**src/rtl/ledctl_pkg.sv**
```systemverilog
package ledctl_pkg;

  localparam int unsigned BYTE_W   = 8;
  localparam int unsigned N_FIELDS = 7;

  // Field index inside one channel group; also the slot order on ch_cfg.
  typedef enum logic [2:0] {
    F_HI_LVL  = 3'd0,
    F_LO_LVL  = 3'd1,
    F_DELAY   = 3'd2,
    F_RISE    = 3'd3,
    F_HI_TIME = 3'd4,
    F_FALL    = 3'd5,
    F_LO_TIME = 3'd6
  } field_e;

  typedef struct packed {
    logic   hit;
    field_e idx;
  } fsel_t;

  typedef enum logic [2:0] {
    ST_IDLE, ST_DEV, ST_ACK_DEV, ST_REG, ST_ACK_REG, ST_DATA, ST_ACK_DATA, ST_SKIP
  } rx_state_e;

  // Low address nibble to field slot; the offsets are decoded by the dimmer core.
  function automatic fsel_t field_of(input logic [3:0] off);
    fsel_t r;
    r.hit = 1'b1;
    case (off)
      4'h9:    r.idx = F_HI_LVL;
      4'h8:    r.idx = F_LO_LVL;
      4'h1:    r.idx = F_DELAY;
      4'h5:    r.idx = F_RISE;
      4'h3:    r.idx = F_HI_TIME;
      4'h4:    r.idx = F_FALL;
      4'h2:    r.idx = F_LO_TIME;
      default: begin r.hit = 1'b0; r.idx = F_HI_LVL; end
    endcase
    return r;
  endfunction

  function automatic logic [BYTE_W-1:0] field_reset(input field_e f);
    return (f == F_HI_LVL || f == F_LO_LVL) ? 8'hE0 : 8'h00;
  endfunction

endpackage

```
**src/rtl/ledctl_rst_sync.sv**
```systemverilog
module ledctl_rst_sync #(
  parameter int unsigned STAGES = 2
) (
  input  logic clk,
  input  logic arst_n,
  output logic rst_sync_n
);
  logic [STAGES-1:0] pipe_q;

  always_ff @(posedge clk or negedge arst_n) begin
    if (!arst_n) pipe_q <= '0;
    else         pipe_q <= {pipe_q[STAGES-2:0], 1'b1};
  end

  assign rst_sync_n = pipe_q[STAGES-1];
endmodule

```
**src/rtl/ledctl_bus_sync.sv**
```systemverilog
module ledctl_bus_sync #(
  parameter int unsigned STAGES = 2
) (
  input  logic clk,
  input  logic rst_n,
  input  logic scl_in,
  input  logic sda_in,
  output logic scl_s,
  output logic sda_s,
  output logic scl_rise,
  output logic scl_fall,
  output logic start_det,
  output logic stop_det
);
  logic [STAGES-1:0] scl_pipe_q, sda_pipe_q;
  logic              scl_d_q, sda_d_q;

  always_ff @(posedge clk or negedge rst_n) begin
    if (!rst_n) begin
      scl_pipe_q <= '1;
      sda_pipe_q <= '1;
      scl_d_q    <= 1'b1;
      sda_d_q    <= 1'b1;
    end else begin
      scl_pipe_q <= {scl_pipe_q[STAGES-2:0], scl_in};
      sda_pipe_q <= {sda_pipe_q[STAGES-2:0], sda_in};
      scl_d_q    <= scl_pipe_q[STAGES-1];
      sda_d_q    <= sda_pipe_q[STAGES-1];
    end
  end

  assign scl_s     = scl_pipe_q[STAGES-1];
  assign sda_s     = sda_pipe_q[STAGES-1];
  assign scl_rise  =  scl_s & ~scl_d_q;
  assign scl_fall  = ~scl_s &  scl_d_q;
  assign start_det =  scl_s &  scl_d_q &  sda_d_q & ~sda_s;
  assign stop_det  =  scl_s &  scl_d_q & ~sda_d_q &  sda_s;
endmodule

```
**src/rtl/ledctl_i2c_rx.sv**
```systemverilog
module ledctl_i2c_rx
  import ledctl_pkg::*;
#(
  parameter logic [6:0] DEV_ADDR_LO = 7'h18,
  parameter logic [6:0] DEV_ADDR_HI = 7'h67
) (
  input  logic              clk,
  input  logic              rst_n,
  input  logic              addr_sel,
  input  logic              scl_s,
  input  logic              sda_s,
  input  logic              scl_rise,
  input  logic              scl_fall,
  input  logic              start_det,
  input  logic              stop_det,
  output logic              sda_low,
  output logic              wr_en,
  output logic [BYTE_W-1:0] wr_addr,
  output logic [BYTE_W-1:0] wr_data
);
  rx_state_e         state_q, state_d;
  logic [2:0]        cnt_q, cnt_d;
  logic              full_q, full_d;
  logic [BYTE_W-1:0] sh_q, sh_d, ptr_q, ptr_d, wdat_q, wdat_d;
  logic              sda_low_q, sda_low_d, wr_en_q, wr_en_d;
  logic [6:0]        dev_addr;
  logic              shifting;

  assign dev_addr = addr_sel ? DEV_ADDR_HI : DEV_ADDR_LO;
  assign shifting = (state_q == ST_DEV) || (state_q == ST_REG) || (state_q == ST_DATA);

  always_comb begin
    state_d   = state_q;
    cnt_d     = cnt_q;
    full_d    = full_q;
    sh_d      = sh_q;
    ptr_d     = ptr_q;
    wdat_d    = wdat_q;
    sda_low_d = sda_low_q;
    wr_en_d   = 1'b0;
    if (start_det) begin
      state_d = ST_DEV; cnt_d = '0; full_d = 1'b0; sda_low_d = 1'b0;
    end else if (stop_det) begin
      state_d = ST_IDLE; cnt_d = '0; full_d = 1'b0; sda_low_d = 1'b0;
    end else if (scl_rise && shifting && !full_q) begin
      sh_d  = {sh_q[BYTE_W-2:0], sda_s};
      cnt_d = 3'(cnt_q + 3'd1);
      if (cnt_q == 3'd7) full_d = 1'b1;
    end else if (scl_fall) begin
      if (full_q) begin
        full_d = 1'b0;
        case (state_q)
          ST_DEV:
            if (sh_q[7:1] == dev_addr && !sh_q[0]) begin
              state_d = ST_ACK_DEV; sda_low_d = 1'b1;
            end else begin
              state_d = ST_SKIP;
            end
          ST_REG:  begin ptr_d = sh_q; state_d = ST_ACK_REG; sda_low_d = 1'b1; end
          ST_DATA: begin wdat_d = sh_q; wr_en_d = 1'b1; state_d = ST_ACK_DATA; sda_low_d = 1'b1; end
          default: ;
        endcase
      end else begin
        case (state_q)
          ST_ACK_DEV:  begin state_d = ST_REG;  sda_low_d = 1'b0; end
          ST_ACK_REG:  begin state_d = ST_DATA; sda_low_d = 1'b0; end
          ST_ACK_DATA: begin state_d = ST_DATA; sda_low_d = 1'b0; end
          default: ;
        endcase
      end
    end
  end

  always_ff @(posedge clk or negedge rst_n) begin
    if (!rst_n) begin
      state_q   <= ST_IDLE;
      cnt_q     <= '0;
      full_q    <= 1'b0;
      sh_q      <= '0;
      ptr_q     <= '0;
      wdat_q    <= '0;
      sda_low_q <= 1'b0;
      wr_en_q   <= 1'b0;
    end else begin
      state_q   <= state_d;
      cnt_q     <= cnt_d;
      full_q    <= full_d;
      sh_q      <= sh_d;
      ptr_q     <= ptr_d;
      wdat_q    <= wdat_d;
      sda_low_q <= sda_low_d;
      wr_en_q   <= wr_en_d;
    end
  end

  assign sda_low = sda_low_q;
  assign wr_en   = wr_en_q;
  assign wr_addr = ptr_q;
  assign wr_data = wdat_q;

  assert_ack_scl_low_R3: assert property (@(posedge clk) disable iff (!rst_n)
    $rose(sda_low_q) |-> !scl_s);
  assert_stop_idles_R2: assert property (@(posedge clk) disable iff (!rst_n)
    stop_det |=> (state_q == ST_IDLE && !sda_low_q));
  assert_skip_silent_R4: assert property (@(posedge clk) disable iff (!rst_n)
    (state_q == ST_SKIP) |-> !sda_low_q);
  assert_write_acked_R5: assert property (@(posedge clk) disable iff (!rst_n)
    wr_en_q |-> (state_q == ST_ACK_DATA && sda_low_q));
endmodule

```
**src/rtl/ledctl_regfile.sv**
```systemverilog
module ledctl_regfile
  import ledctl_pkg::*;
#(
  parameter int unsigned       NUM_CH    = 3,
  parameter logic [3:0]        CH_BASE   = 4'hA,
  parameter logic [BYTE_W-1:0] GP_ADDR   = 8'h10,
  parameter logic [BYTE_W-1:0] STEP_ADDR = 8'h20,
  parameter logic [BYTE_W-1:0] GP_RST    = 8'h00,
  parameter logic [BYTE_W-1:0] STEP_RST  = 8'h88,
  localparam int unsigned      CFG_W     = NUM_CH * N_FIELDS * BYTE_W
) (
  input  logic              clk,
  input  logic              rst_n,
  input  logic              wr_en,
  input  logic [BYTE_W-1:0] wr_addr,
  input  logic [BYTE_W-1:0] wr_data,
  output logic [BYTE_W-1:0] gp_q,
  output logic [BYTE_W-1:0] step_q,
  output logic [CFG_W-1:0]  ch_cfg
);
  fsel_t      sel;
  logic [3:0] grp;
  logic       ch_hit, hit;

  assign sel    = field_of(wr_addr[3:0]);
  assign grp    = 4'(wr_addr[7:4] - CH_BASE);
  assign ch_hit = sel.hit && (wr_addr[7:4] >= CH_BASE) && (32'(grp) < NUM_CH);
  assign hit    = ch_hit || (wr_addr == GP_ADDR) || (wr_addr == STEP_ADDR);

  always_ff @(posedge clk or negedge rst_n) begin
    if (!rst_n) begin
      gp_q   <= GP_RST;
      step_q <= STEP_RST;
    end else if (wr_en) begin
      if (wr_addr == GP_ADDR)   gp_q   <= wr_data;
      if (wr_addr == STEP_ADDR) step_q <= wr_data;
    end
  end

  for (genvar c = 0; c < NUM_CH; c++) begin : g_ch
    for (genvar f = 0; f < N_FIELDS; f++) begin : g_fld
      logic              en;
      logic [BYTE_W-1:0] q;
      assign en = wr_en && ch_hit && (32'(grp) == c) && (sel.idx == field_e'(f));
      always_ff @(posedge clk or negedge rst_n) begin
        if (!rst_n)  q <= field_reset(field_e'(f));
        else if (en) q <= wr_data;
      end
      assign ch_cfg[(c*N_FIELDS+f)*BYTE_W +: BYTE_W] = q;
    end
  end

  assert_unmapped_inert_R7: assert property (@(posedge clk) disable iff (!rst_n)
    (wr_en && !hit) |=> ($stable(gp_q) && $stable(step_q) && $stable(ch_cfg)));
  assert_gp_written_R5: assert property (@(posedge clk) disable iff (!rst_n)
    (wr_en && wr_addr == GP_ADDR) |=> (gp_q == $past(wr_data)));
  assert_reset_defaults_R8: assert property (@(posedge clk) disable iff (!rst_n)
    $rose(rst_n) |-> (gp_q == GP_RST && step_q == STEP_RST));
endmodule

```
**src/rtl/ledctl_i2c_regs.sv**
```systemverilog
module ledctl_i2c_regs
  import ledctl_pkg::*;
#(
  parameter int unsigned NUM_CH      = 3,
  parameter int unsigned SYNC_STAGES = 2,
  parameter logic [6:0]  DEV_ADDR_LO = 7'h18,
  parameter logic [6:0]  DEV_ADDR_HI = 7'h67,
  localparam int unsigned CFG_W      = NUM_CH * N_FIELDS * BYTE_W
) (
  input  logic              clk,
  input  logic              rst_n,
  input  logic              hw_en,
  input  logic              addr_sel,
  input  logic              scl_in,
  input  logic              sda_in,
  output logic              sda_pull_low,
  output logic [BYTE_W-1:0] gp_q,
  output logic [BYTE_W-1:0] step_q,
  output logic [CFG_W-1:0]  ch_cfg
);
  logic              arst_n, rst_sync_n;
  logic              scl_s, sda_s, scl_rise, scl_fall, start_det, stop_det;
  logic              wr_en;
  logic [BYTE_W-1:0] wr_addr, wr_data;

  assign arst_n = rst_n & hw_en;

  ledctl_rst_sync #(.STAGES(SYNC_STAGES)) u_rst_sync (
    .clk(clk), .arst_n(arst_n), .rst_sync_n(rst_sync_n)
  );

  ledctl_bus_sync #(.STAGES(SYNC_STAGES)) u_bus_sync (
    .clk(clk), .rst_n(rst_sync_n), .scl_in(scl_in), .sda_in(sda_in),
    .scl_s(scl_s), .sda_s(sda_s), .scl_rise(scl_rise), .scl_fall(scl_fall),
    .start_det(start_det), .stop_det(stop_det)
  );

  ledctl_i2c_rx #(.DEV_ADDR_LO(DEV_ADDR_LO), .DEV_ADDR_HI(DEV_ADDR_HI)) u_rx (
    .clk(clk), .rst_n(rst_sync_n), .addr_sel(addr_sel),
    .scl_s(scl_s), .sda_s(sda_s), .scl_rise(scl_rise), .scl_fall(scl_fall),
    .start_det(start_det), .stop_det(stop_det), .sda_low(sda_pull_low),
    .wr_en(wr_en), .wr_addr(wr_addr), .wr_data(wr_data)
  );

  ledctl_regfile #(.NUM_CH(NUM_CH)) u_regfile (
    .clk(clk), .rst_n(rst_sync_n), .wr_en(wr_en), .wr_addr(wr_addr),
    .wr_data(wr_data), .gp_q(gp_q), .step_q(step_q), .ch_cfg(ch_cfg)
  );
endmodule

```
**config.mk**
```make
export PLATFORM = sky130hd
export DESIGN_NAME = ledctl_i2c_regs
export DESIGN_NICKNAME = d
export VERILOG_FILES = /design/src/rtl/ledctl_pkg.sv /design/src/rtl/ledctl_rst_sync.sv /design/src/rtl/ledctl_bus_sync.sv /design/src/rtl/ledctl_i2c_rx.sv /design/src/rtl/ledctl_regfile.sv /design/src/rtl/ledctl_i2c_regs.sv
export SDC_FILE = /design/constraint.sdc
export NUM_CORES = 1
export LEC_CHECK = 0
export ABC_AREA = 1
export CAP_MARGIN = 20
export CORE_ASPECT_RATIO = 0.8
export CORE_MARGIN = 2
export CORE_UTILIZATION = 50
export CTS_BUF_LIST = sky130_fd_sc_hd__clkbuf_4 sky130_fd_sc_hd__clkbuf_8 sky130_fd_sc_hd__clkbuf_16
export DETAILED_ROUTE_END_ITERATION = 10
export PLACE_DENSITY = 0.89
export SETUP_SLACK_MARGIN = 0.3
export SYNTH_ARGS = -nofsm -noshare
export SYNTH_HDL_FRONTEND = slang
export SYNTH_SLANG_ARGS = --single-unit
export TNS_END_PERCENT = 10
```
**constraint.sdc**
```tcl
create_clock -name clk -period 7.6 [get_ports clk]
set_clock_uncertainty 0.1 [all_clocks]
set_input_delay 1.52 -clock clk [delete_from_list [all_inputs] [get_ports clk]]
set_output_delay 1.52 -clock clk [all_outputs]
set_load 0.01 [all_outputs]
```
# Word level (Yosys, flattened, before mapping)
# Index checks and enable logic that the tools add are counted.
# word_totals
reg_bits,225
input_bits,6
out_inout_bits,185
wordCells,171
# classes
add_sub_neg,2
order_cmp,2
n_eq_ne,30
n_mux,33
bitwise_logic,15
reduce_logical,53
# op_table
operator,n
$logic_and 1x1->1,30
$mux 3,9
$eq 3x3->1 const B,7
$mux 1,19
$pmux 3 s6,1
$eq 3x2->1 const B,4
$eq 4x2->1 const B,3
$reduce_and 6->1,2
$ne 5x5->1 const B,2
$pmux 3 s3,1
$and 1x1->1,8
$eq 4x1->1 const B,2
$eq 4x3->1 const B,2
$eq 4x4->1 const B,2
$eq 8x5->1 const B,1
$eq 8x6->1 const B,1
$reduce_bool 4->1,2
$eq 7x7->1,1
$mux 7,1
$not 1->1,7
$reduce_or 7->1,1
$eq 3x1->1 const B,2
$ne 6x6->1 const B,1
$pmux 3 s2,1
other kinds (19),25

# Logic depth before layout (Yosys ltp)
# depth
ltp_word,10
depth_mapped,10
depth_no_buf,10

# By module
# Synthesis repeated with hierarchy kept, for this count alone.
# unflattened
cells_unflattened,1064
area_unflattened_um2,9648.0
# by_module_without_submodules
mod,n_inst,cells_each,area_per_inst_um2,seq_area_each_um2
ledctl_regfile,1,869,7896.3,4629.4
ledctl_i2c_rx,1,173,1491.4,825.8
ledctl_bus_sync,1,17,198.9,157.7
ledctl_rst_sync,1,3,53.8,50.0
ledctl_i2c_regs,1,2,7.5,0.0

# Worst setup path after synthesis
# OpenSTA, ideal clock, no wires.
# synth_path
path_kind,input to register
start,input port addr_sel
end,register u_rx.sda_low_q (netlist: u_rx.sda_low)
setup_time_ps,71
t_arrival_ps,2085
t_required_ps,7429
path_slack_ps,5343
path_stages,9
n_path_buf,0
path_cell_list,inv_1 -> nand2_1 -> nor2_1 -> nand2_1 -> nand2_1 -> nand2_1 -> a21oi_1 -> nor2_1 -> nor2_1
# synth_via
elab_chain_cells,5
# synth_rtl
element,line_no,text
start: declaration,ledctl_i2c_regs.sv:13,"input logic addr_sel,"
$mux 7,ledctl_i2c_rx.sv:29,assign dev_addr = addr_sel ? DEV_ADDR_HI : DEV_ADDR_LO;
$eq 7x7->1,ledctl_i2c_rx.sv:54,if (sh_q[7:1] == dev_addr && !sh_q[0]) begin
$logic_and 1x1->1,ledctl_i2c_rx.sv:54,
$ne 5x5->1 (no line),-,
$reduce_and 5->1 (no line),-,
end signal: assignment,ledctl_i2c_rx.sv:91,sda_low_q <= sda_low_d;
end: declaration,ledctl_i2c_rx.sv:25,"logic sda_low_q, sda_low_d, wr_en_q, wr_en_d;"
# Every way passes these cells.
# A chain may end at the register's enable or synchronous reset.

# Final worst setup path
# layout_path
start,register u_regfile.g_ch[0].g_fld[1].q[7]
end,output port ch_cfg[15]
# layout_lines
element,line_no,text
start: declaration,ledctl_regfile.sv:43,logic [BYTE_W-1:0] q;
start signal: assignment,ledctl_regfile.sv:46,if (!rst_n) q <= field_reset(field_e'(f));
start signal: assignment,ledctl_regfile.sv:47,else if (en) q <= wr_data;
end: declaration,ledctl_i2c_regs.sv:19,output logic [CFG_W-1:0] ch_cfg
# No word-level cell between the ends.

==> results.toml <==
[status]
outcome = "completed"

[setup_path]
crit_slowest_cell = "clkdlybuf4s50_1"
cp-end-kind = "output port"
r2r_start = "u_rx.wr_addr[5]"
cp_top_family = "buffers and inverters"
worst_setup_path_start_kind = "flop"
worstPathMaxFanout = 2
r2r_slack_ps = 4810
r2r_end = "u_regfile.g_ch[0].g_fld[5].q[2]"
crit_chain = "clkdlybuf4s50_1"
crit_arrival_ps = 1600
worst-path-stages = 1
reg2regPathDepth = 8
crit_required_ps = 5980
critPathKind = "reg -> out"
slowest_delay_ps = 560
crit_buf_inv = 1

[synthesis]
synthAdderAreaFrac_pct = 0.3947
syn-num-nets = 864
synth_area_per_cell_sq_um = 11.12
synthDistinctLibCells = 32
synth_top_family_by_area = "simple AND/OR/NAND/NOR gates"
post_synth_and_or_nand_nor_area_fraction_pct = 18.91
synth_seq_cells = 225
synth_mux_area_share_pct = 0
ys_seq_area_share_pct = 59.54
synth_compound_area_share_pct = 15.52
synth_area_sq_mm = 0.009510
syn_inst = 855
synth_xor_xnor_area_share_pct = 0
ys_warn_count = 0

[sta]
max_freq_mhz = 311.0
report.final.slew_viol_count = 0
timing.final.crit_share_pct = 42.30
rsz0062_at_grt = "no"
setup_viol = 0
finalHoldViolCount = 0
slew_headroom_pct = 33.70
finalSetupTns_ps = 0
tightest_slew_ps = 994.6
fin_crit_ps = 3215

[grt]
antenna_found_initial = 0
grtUsageTotal_pct = 23.09
grt_first_pass_wirelength_mm = 36.46
grt_pass1_vias = 6657
overflow = 0
grt_max_degree = 82

[cts]
postCtsSetupBuffers = 0
clock_path_buffers = 3
cts_tree = "yes"
cts_max_level = 1
clk_pin_slew_ps = 60
hold_buffers = 0
cts_resized = 0
numCtsBuffers = 22
clkLatencyLatePin_ps = 500
clock_tree.root_cell = "clkbuf_16"
cts_sinks = 225

[power_and_ir_drop]
p_leak_nw = 5.677
ir_drop_mv = 0.1653
comb_power_share_pct = 6.1
power_switching_w = 0.0006179
clkPwrFrac_pct = 44.9
pwr-share-seq_pct = 49.0
p_per_area_mw_per_mm2 = 213.4
p_sw_share_pct = 23.66
p_int_w = 0.001994

[detailed_routing]
routed_wl_mm = 22.68
drt_iter0_drc = 439
via_count = 6777
drc = 0
via_per_inst = 5.185
ant_nets = 0
avgRoutedWirePerCell_microns = 17.35
drt-pass1-iter-count = 5

[final_layout]
fin_nets = 1042
n_antenna_cell = 0
layout_commonest_cell = "nand2_1"
area_growth_pct = 28.67
mostFrequentLayoutCells = "nand2_1, dfrtp_1, clkdlybuf4s50_1"
nFillCells = 1423
post_route_cells_drive_above_1_share_pct = 21.45
post-route-util_pct = 65.07

[floorplanning]
num_io_pins = 191
fp.dieArea_sq_mm = 0.02015
fp.dieH_microns = 127.4
initial_utilization_pct = 50.57
die_w_microns = 158.2
core_sq_mm = 0.01881
rows = 45

[worst_hold_path]
whs_path_depth = 0
min_from = "u_rst_sync.pipe_q[0]"
hold_path.class = "reg -> reg"
min_to = "u_rst_sync.pipe_q[1]"

[job]
drv_cap = 0

[placement]
place_congestion = 0.8326
port_buffers = 190
hpwl_mm = 15.12
## power by group through the flow
stage          Sequential, W  Clock (W)  Combinational (W)
4_1_cts              0.00128    0.00119           0.000162
5_1_grt              0.00128    0.00125           0.000183
3_3_place_gp         0.00130          0           0.000154
6_report             0.00128    0.00117           0.000160
2_1_floorplan        0.00130          0           0.000109
3_5_place_dp         0.00130          0           0.000159
## cell usage after synthesis
| cell type | number | area share [%] |
|---|---|---|
| conb_1 | 1 | 0.039 |
| nor2_1 | 17 | 0.67 |
| inv_1 | 35 | 1.4 |
| nand2_8 | 1 | 0.21 |
| nand2_2 | 11 | 0.72 |
| nand4_4 | 21 | 4.7 |
| inv_4 | 1 | 0.066 |
| nand3b_4 | 1 | 0.21 |
| nor3b_1 | 1 | 0.079 |
| buf_6 | 21 | 2.5 |
| ha_1 | 3 | 0.39 |
| nor2_2 | 1 | 0.066 |
| a21oi_4 | 1 | 0.17 |
| dfstp_2 | 26 | 7.2 |
| o21ai_1 | 75 | 3.9 |
| and2_1 | 1 | 0.066 |
| nand2_1 | 236 | 9.3 |
| nand3_1 | 9 | 0.47 |
| or2_2 | 1 | 0.066 |
| o21ai_2 | 93 | 8.6 |
| nand2_4 | 2 | 0.24 |
| dfrtp_1 | 199 | 52 |
| nand3_4 | 1 | 0.18 |
| clkbuf_1 | 22 | 0.87 |
| buf_12 | 3 | 0.63 |
| nor2_4 | 3 | 0.36 |
| nor3_1 | 3 | 0.16 |
| a21oi_1 | 6 | 0.32 |
| nor2_8 | 6 | 1.3 |
| o21ai_0 | 48 | 2.5 |
| inv_2 | 4 | 0.16 |
| nand4_1 | 2 | 0.13 |
## per-layer routing
layer  share of wire (%)  GRT usage (%)  vias up  wire [microns]
met1                  43          32.15     3315            9719
met5                   0              0        -               0
li1                    -              -     3195               -
met4                 2.0          5.034        0             456
met2                  47          36.50      229           10630
met3                 8.3          6.547       38            1874
## registers in the layout, summed over array words and instances, names as in the netlist, 2 cells and up
register / flops
u_regfile.step_q: 8
u_rx.wr_addr: 8
u_rx.sh_q: 8
u_rx.cnt_q: 3
u_rx.wr_data: 8
u_rst_sync.pipe_q: 2
u_bus_sync.sda_pipe_q: 2
u_regfile.g_ch.g_fld.q: 168
u_rx.state_q: 3
u_bus_sync.scl_pipe_q: 2
u_regfile.gp_q: 8
## cell type report
type,instances,area (sq um),area share (%)
Timing Repair Buffer,200,1977,16.16
Tap cell,258,322.8,2.638
Clock buffer,31,666.9,5.450
Multi-Input combinational cell,544,3321,27.14
Sequential cell,225,5667,46.31
Clock inverter,9,130.1,1.063
Inverter,40,152.6,1.247
## through the flow
| step | instance area (sq um) | instances | total power (W) | hold slack [ps] | setup WS, ps |
|---|---|---|---|---|---|
| final | 12240 | 1307 | 0.002612 | 250.6 | 4385 |
| after global routing | 12240 | 1307 | 0.002717 | 261.5 | 4347 |
| after CTS | 12240 | 1307 | 0.002634 | 253.1 | 4365 |
| after detailed placement | 11440 | 1267 | 0.001459 | 238.9 | 4739 |
| after global placement | 11440 | 1267 | 0.001451 | 234.5 | 4778 |
| after floorplan | 9510 | 855 | 0.001409 | 231.2 | 811.0 |
## cells by family (layout without fill, tap and decap cells)
group | Yosys count | in the layout
simple gates | 317 | 317
fa+ha+maj | 3 | 3
compound gates | 223 | 223
buf+inv | 86 | 280
flops | 225 | 225
other cells | 1 | 1
## how the worst max path moves through the flow
stage	startpoint	to	slack [ps]
detailed placement	addr_sel	u_rx.sda_low	4740
CTS	u_regfile.g_ch[0].g_fld[1].q[7]	ch_cfg[15]	4360
global placement	addr_sel	u_rx.sda_low	4780
floorplan	u_rst_sync.pipe_q[1]	u_regfile.g_ch[0].g_fld[0].q[0]	810
finish	u_regfile.g_ch[0].g_fld[1].q[7]	ch_cfg[15]	4380
global route	u_regfile.g_ch[2].g_fld[0].q[6]	ch_cfg[118]	4350
(Power assumes the default switching activity.)
